$ cat src/rtl/ifr_pkg.sv
// Shared constants and helpers for the instruction-fetch request controller.
// Assumes exactly two line lengths exist: a short and a long one.
package ifr_pkg;

    localparam logic [1:0] SIZE_SHORT = 2'b01;
    localparam logic [1:0] SIZE_LONG  = 2'b10;

    // Map the long-line flag to the bus size code.
    function automatic logic [1:0] size_code(input logic long_line);
        return long_line ? SIZE_LONG : SIZE_SHORT;
    endfunction

endpackage

$ cat src/rtl/ifr_issue.sv
// Request issue stage: holds the bus request line and the registered
// request fields. It assumes the caller raises `raise` only while no request
// is pending. An acknowledge takes precedence over an abort in the same cycle.
module ifr_issue #(
    parameter int AW  = 30,
    parameter int PRW = 2
) (
    input  logic           clk,
    input  logic           rst_n,
    input  logic           raise,
    input  logic [AW-1:0]  in_addr,
    input  logic           in_line8,
    input  logic           in_cacheable,
    input  logic           in_attr,
    input  logic [PRW-1:0] in_prio,
    input  logic           cancel,
    input  logic           addr_ack,
    output logic           req,
    output logic [AW-1:0]  addr,
    output logic           line8,
    output logic           cacheable,
    output logic           attr,
    output logic [PRW-1:0] prio,
    output logic           taken,
    output logic           withdrawn
);
    logic req_q;

    // Outcome of the pending request in this cycle.
    always_comb begin
        taken     = req_q & addr_ack;
        withdrawn = req_q & cancel & ~addr_ack;
    end

    // Request line: set on raise, cleared by acknowledge or abort.
    always_ff @(posedge clk) begin
        if (!rst_n)
            req_q <= 1'b0;
        else if (raise)
            req_q <= 1'b1;
        else if (taken || withdrawn)
            req_q <= 1'b0;
    end

    // Field capture: fields are loaded at raise and held until the next one.
    always_ff @(posedge clk) begin
        if (!rst_n) begin
            addr      <= '0;
            line8     <= 1'b0;
            cacheable <= 1'b0;
            attr      <= 1'b0;
            prio      <= '0;
        end else if (raise) begin
            addr      <= in_addr;
            line8     <= in_line8;
            cacheable <= in_cacheable;
            attr      <= in_attr;
            prio      <= in_prio;
        end
    end

    assign req = req_q;

endmodule

$ cat src/rtl/ifr_queue.sv
// In-order queue of accepted fetches with a beat counter for the head entry.
// Each entry keeps only its line length. The head retires on its final beat.
// Assumes push is never raised while the queue is full.
// Beats that arrive while the queue is empty are ignored.
module ifr_queue #(
    parameter int DEPTH       = 2,
    parameter int SHORT_BEATS = 4,
    parameter int LONG_BEATS  = 8
) (
    input  logic                       clk,
    input  logic                       rst_n,
    input  logic                       push,
    input  logic                       push_line8,
    input  logic                       rd_ack,
    output logic [$clog2(DEPTH+1)-1:0] occ,
    output logic                       done
);
    localparam int PTRW = (DEPTH > 1) ? $clog2(DEPTH) : 1;
    localparam int CW   = $clog2(DEPTH + 1);
    localparam int BW   = (LONG_BEATS > 1) ? $clog2(LONG_BEATS) : 1;
    localparam logic [BW-1:0] LAST_SHORT = BW'(SHORT_BEATS - 1);
    localparam logic [BW-1:0] LAST_LONG  = BW'(LONG_BEATS - 1);
    localparam logic [PTRW-1:0] PTR_TOP  = PTRW'(DEPTH - 1);

    logic [DEPTH-1:0] long_q;
    logic [PTRW-1:0]  wr_q, rd_q;
    logic [CW-1:0]    cnt_q;
    logic [BW-1:0]    beat_q;
    logic             head_last, beat_ok, pop;

    // Beat qualification and head retirement.
    always_comb begin
        beat_ok   = rd_ack && (cnt_q != '0);
        head_last = (beat_q == (long_q[rd_q] ? LAST_LONG : LAST_SHORT));
        pop       = beat_ok && head_last;
    end

    // Per-entry line length storage, one register per slot.
    for (genvar g = 0; g < DEPTH; g++) begin : g_slot
        always_ff @(posedge clk) begin
            if (!rst_n)
                long_q[g] <= 1'b0;
            else if (push && (wr_q == PTRW'(g)))
                long_q[g] <= push_line8;
        end
    end

    // Pointers and occupancy.
    always_ff @(posedge clk) begin
        if (!rst_n) begin
            wr_q  <= '0;
            rd_q  <= '0;
            cnt_q <= '0;
        end else begin
            if (push)
                wr_q <= (wr_q == PTR_TOP) ? '0 : wr_q + 1'b1;
            if (pop)
                rd_q <= (rd_q == PTR_TOP) ? '0 : rd_q + 1'b1;
            if (push && !pop)
                cnt_q <= cnt_q + 1'b1;
            else if (pop && !push)
                cnt_q <= cnt_q - 1'b1;
        end
    end

    // Beat counter for the head entry.
    always_ff @(posedge clk) begin
        if (!rst_n)
            beat_q <= '0;
        else if (beat_ok)
            beat_q <= head_last ? '0 : beat_q + 1'b1;
    end

    assign occ  = cnt_q;
    assign done = pop;

endmodule

$ cat src/rtl/ifetch_req_ctrl.sv
// Instruction-fetch bus request controller. It issues one request at a time,
// keeps up to DEPTH accepted fetches in order and reports each completion.
// The registered request line gives the idle cycle between requests.
// Because occupancy is registered, a full queue also enforces the two-cycle
// release after the oldest fetch's final beat.
module ifetch_req_ctrl #(
    parameter int AW          = 30,
    parameter int PRW         = 2,
    parameter int DEPTH       = 2,
    parameter int SHORT_BEATS = 4,
    parameter int LONG_BEATS  = 8
) (
    input  logic           clk,
    input  logic           rst_n,
    input  logic           fetch_valid,
    input  logic [AW-1:0]  fetch_addr,
    input  logic           fetch_line8,
    input  logic           fetch_cacheable,
    input  logic           fetch_attr,
    input  logic [PRW-1:0] fetch_prio,
    input  logic           fetch_cancel,
    output logic           fetch_accept,
    output logic           fetch_done,
    output logic           bus_req,
    output logic [AW-1:0]  bus_addr,
    output logic [1:0]     bus_size,
    output logic           bus_cacheable,
    output logic           bus_attr,
    output logic [PRW-1:0] bus_prio,
    output logic           bus_abort,
    input  logic           bus_addr_ack,
    input  logic           bus_rd_ack
);
    localparam int CW = $clog2(DEPTH + 1);
    localparam logic [CW-1:0] FULL = CW'(DEPTH);

    logic [CW-1:0] occ;
    logic          raise, line8, taken, withdrawn;

    // Issue decision: idle request line, a demand, and room in the queue.
    always_comb raise = fetch_valid && !bus_req && (occ < FULL);

    ifr_issue #(.AW(AW), .PRW(PRW)) u_issue (
        .clk          (clk),
        .rst_n        (rst_n),
        .raise        (raise),
        .in_addr      (fetch_addr),
        .in_line8     (fetch_line8),
        .in_cacheable (fetch_cacheable),
        .in_attr      (fetch_attr),
        .in_prio      (fetch_prio),
        .cancel       (fetch_cancel),
        .addr_ack     (bus_addr_ack),
        .req          (bus_req),
        .addr         (bus_addr),
        .line8        (line8),
        .cacheable    (bus_cacheable),
        .attr         (bus_attr),
        .prio         (bus_prio),
        .taken        (taken),
        .withdrawn    (withdrawn)
    );

    ifr_queue #(
        .DEPTH       (DEPTH),
        .SHORT_BEATS (SHORT_BEATS),
        .LONG_BEATS  (LONG_BEATS)
    ) u_queue (
        .clk        (clk),
        .rst_n      (rst_n),
        .push       (taken),
        .push_line8 (line8),
        .rd_ack     (bus_rd_ack),
        .occ        (occ),
        .done       (fetch_done)
    );

    // Output decode of size code and handshake pulses.
    always_comb begin
        bus_size     = ifr_pkg::size_code(line8);
        fetch_accept = taken;
        bus_abort    = withdrawn;
    end

endmodule

$ cat config.mk
export PLATFORM = sky130hd
export DESIGN_NAME = ifetch_req_ctrl
export DESIGN_NICKNAME = d
export VERILOG_FILES = /design/src/rtl/ifr_pkg.sv /design/src/rtl/ifr_issue.sv /design/src/rtl/ifr_queue.sv /design/src/rtl/ifetch_req_ctrl.sv
export SDC_FILE = /design/constraint.sdc
export NUM_CORES = 1
export LEC_CHECK = 0
export BUFFER_PORTS_ARGS = -buffer_cell sky130_fd_sc_hd__buf_2
export CAP_MARGIN = 20
export CORE_UTILIZATION = 31
export CTS_BUF_LIST = sky130_fd_sc_hd__clkbuf_8 sky130_fd_sc_hd__clkbuf_16
export CTS_CLUSTER_DIAMETER = 150
export CTS_CLUSTER_SIZE = 28
export DETAILED_ROUTE_END_ITERATION = 6
export GPL_ROUTABILITY_DRIVEN = 0
export PLACE_DENSITY = 0.63
export SLEW_MARGIN = 0
export SYNTH_ARGS = -nofsm -noshare
export SYNTH_HDL_FRONTEND = slang
export SYNTH_SLANG_ARGS = --single-unit
$ cat constraint.sdc
create_clock -name clk -period 2.1 [get_ports clk]
set_clock_uncertainty 0.05 [all_clocks]
set_input_delay 0.105 -clock clk [delete_from_list [all_inputs] [get_ports clk]]
set_output_delay 0.105 -clock clk [all_outputs]
set_load 0.005 [all_outputs]
==> impl_results.md <==
* Hold_sp: fetch_addr[27]
* Reg2reg start: u_queue.rd_q$_SDFFE_PN0P_
* Fin nets at 363
* Pleak at 1.23 nW
* Chip Height at 77.6 um
* CTS tree: built
* Root Driver: clkbuf_8
* Tot Pwr at about 1.8 mW
* Initial antenna violation count at 0
* Clock Path Buffers at 2
* DRT Pass-1 Iters at 4
* Reg2reg end: u_queue.occ[1]$_SDFFE_PN0P_
* Measured slew at the worst slew-check pin at 439 ps
* Multi-input logic area at 793 um^2
* Synth cell types at 31
* Detailed placer's ending HPWL at 2.76 mm
* # diodes at 0
* Clk sink count at 45
* Max Fclk at between 500 and 600 MHz
* Sequential area share after synthesis at a little over 50%
* Critical path type: reg2reg
* Ports at 81
* I/O Buffers at 80
* Arr. time, crit path at 2100 ps
* Final Core Density at between 40% and 50%
* Sequential Area at 902 um^2
* CTS buffer count at 5
* Placeable core area at 0.00551 mm^2
* Comb pwr share at between 10% and 20%
* Die area at between 0.006 and 0.007 mm^2
* Initial Util at 32.2%
* Number of vias per cell at approximately 4.5
* Power Dens Cells at 666 mW/mm^2
* Pre-CTS WS at about 28 ps
* Internal power at 1.32 mW
* Maxcap violations at 0
* Largest net degree at the start of global routing at 37
* Worst Hold Class: in2reg
* Wire per inst at 11.5 um
* DRT iter0 DRCs at 48
* Flop pwr share at 52.6%
* Worst hold path stage count at 3
* Avg Inst Size Synth at roughly 8.5 um^2
* Setup TNS at 0 ps
* # fillers at 545
* Total Routing Usage GR at 15.6%
* Most area-consuming cells after synthesis: dfxtp_1, nand2_1, a21oi_1, buf_6, mux2i_1
* Yosys reg bits at 45
* Psw at 0.451 mW
* RSZ-0062 raised after global routing: false
* Clock share of power at 31.0%
* Period minus WS final at around 1900 ps
* Relative slew margins at 70.7%
* Crit path max fanout at 6
* Fin crit share at 91.8%
* Yosys warns at 0
* R2R depth at 6
* Worst vdd ir at 0.345 mV
* Area delta synth->final at 50.4%
* DRC Markers at 0
* Status: finished, final reports clean
* Top-area cell type share of the netlist area at 50.8%
* First-pass GRT wire length at 7.32 mm
* Endpoints failing hold at 0
* Post-Syn Instances at 208
* Synthesized cell area at 0.00177 mm^2
* Cell Rows at 27
* # setup viols final at 0
* Hold Path End: u_issue.addr[27]$_SDFFE_PN0P_
* Post-CTS Setup Inserts at 0
* H-Tree Depth at 2
* Vias in the first global route at 1621
* WP data required at 2270 ps
* Global route overflow at 0
* Startpoint Class: flip-flop
* Worst Setup End Kind: flip-flop
* DRT Wirelength at 4.53 mm
* Vias at approximately 1.8k
* Syn Nets at 251
* Final ANT Viol Nets at 0
* Clock transition at the registers of the reported paths at 80 ps
* Synth area leader: dfxtp_1
* Worst R2R Setup Slack at 170 ps
* Die width at 77.6 um
* Sw Ratio at 25.4%
* Worst-skew pair later-pin latency at 290 ps
* Slew Viols, Final at 0
* Layout cells sized above 1 at between 30% and 40%
* Worst setup margin at 173 ps
-- cell usage after synthesis --
master      n
or3b_2      1
nand4bb_1   1
and2_1      1
inv_2       1
ha_1        2
and2b_1     1
o21ai_0     2
inv_1       1
dfxtp_1    45
nor2_1      5
nor3b_4     1
and4b_1     2
o211ai_1    1
or3b_1      1
a21oi_1    38
and3b_1     1
buf_4       4
nand2_1    71
nand2b_1    3
a311oi_1    1
o311ai_1    1
nand3_1     2
a21oi_2     1
clkbuf_1    4
o311ai_0    1
xor2_1      3
mux2i_1     4
or4_1       1
or3_1       2
nand3b_1    2
buf_6       4
-- per-layer routing --
metal	up-vias	GRT usage [%]	part of all wire, %
met5	-	0	0
met4	0	4.53	0.33
met3	2	6.12	6.3
met2	53	27.8	49
met1	802	16.9	44
li1	912	-	-
-- sequential cells by signal (all words and copies together), names as in the netlist --
| name | cells |
|---|---|
| u_queue.wr_q | 1 |
| u_issue.cacheable | 1 |
| u_issue.addr | 30 |
| u_issue.prio | 2 |
| u_queue.long_q | 2 |
| u_queue.occ | 2 |
| u_issue.req | 1 |
| u_queue.rd_q | 1 |
| u_issue.attr | 1 |
| u_issue.line8 | 1 |
| u_queue.beat_q | 3 |
-- worst max-delay path: stages (launching register included) --
cell,delay [ps]
dfxtp_2,400
mux2i_4,300
xor2_2,200
nand2b_1,80
ha_1,320
or3_1,370
a21oi_1,130
-- cells by family after synthesis --
group / share of synthesized area, %
AO/OA/AOI/OAI: 13.7
XOR/XNOR: 1.48
adder cells (fa/ha/maj): 1.41
buffers and inverters: 5.51
flip-flops: 50.8
multiplexers: 2.26
AND/OR/NAND/NOR: 24.8
-- cell type report --
cell class | instances | area share (%)
Inverter | 2 | 0.282
Timing Repair Buffer | 117 | 29.1
Multi-Input combinational cell | 149 | 29.8
Clock inverter | 2 | 0.516
Sequential cell | 45 | 33.8
Clock buffer | 6 | 3.10
Tap cell | 72 | 3.38
-- through the flow --
| stage | instance area [um^2] | std cells | hold slack, ps |
|---|---|---|---|
| finish | 2670 | 393 | 13.9 |
| global route | 2670 | 393 | 9.37 |
| CTS | 2650 | 393 | 0.0961 |
| detailed placement | 2210 | 351 | 304 |
| global placement | 2210 | 351 | 296 |
| floorplan | 1770 | 208 | 191 |
-- worst max-delay path by stage --
| stage | to | depth (start not counted) | from | slack (ps) |
|---|---|---|---|---|
| 6_report | u_queue.occ[1]$_SDFFE_PN0P_ | 6 | u_queue.rd_q$_SDFFE_PN0P_ | 170 |
| 5_1_grt | u_queue.occ[1]$_SDFFE_PN0P_ | 6 | u_queue.rd_q$_SDFFE_PN0P_ | 50 |
| 4_1_cts | u_queue.occ[1]$_SDFFE_PN0P_ | 6 | u_queue.rd_q$_SDFFE_PN0P_ | 30 |
| 3_5_place_dp | u_queue.occ[1]$_SDFFE_PN0P_ | 6 | u_queue.rd_q$_SDFFE_PN0P_ | 30 |
| 3_3_place_gp | u_queue.occ[1]$_SDFFE_PN0P_ | 6 | u_queue.rd_q$_SDFFE_PN0P_ | 110 |
| 2_1_floorplan | u_queue.occ[1]$_SDFFE_PN0P_ | 6 | u_queue.rd_q$_SDFFE_PN0P_ | 220 |
-- power groups by stage --
stage	logic (mW)	clock network, mW	registers, mW
5_1_grt	0.327	0.627	0.940
6_report	0.292	0.550	0.934
3_3_place_gp	0.240	0	0.952
4_1_cts	0.292	0.586	0.934
3_5_place_dp	0.243	0	0.954
2_1_floorplan	0.136	0	0.958
-- repair_timing --
item | in CTS | in global routing
pin swaps | 0 | 0
setup endpoints to repair | 1 | 1
gates resized for setup | 1 | 3
hold buffers | 34 | 0
cloned | 0 | 0
hold endpoints to repair | 34 | 0
-- placed cells by master, fill, tap and decap left out, types with 2 or more instances in the layout --
cell type,instances
nand3b_1,2
nand2_1,71
nand3_1,2
xor2_1,2
or3_1,2
mux2i_1,3
nor2_1,5
buf_2,80
ha_1,2
dlygate4sd3_1,34
buf_4,2
dfxtp_1,44
clkbuf_8,6
o21ai_0,2
nand2b_1,3
and4b_1,2
a21oi_1,38
Power figures use the tool's default switching activity.
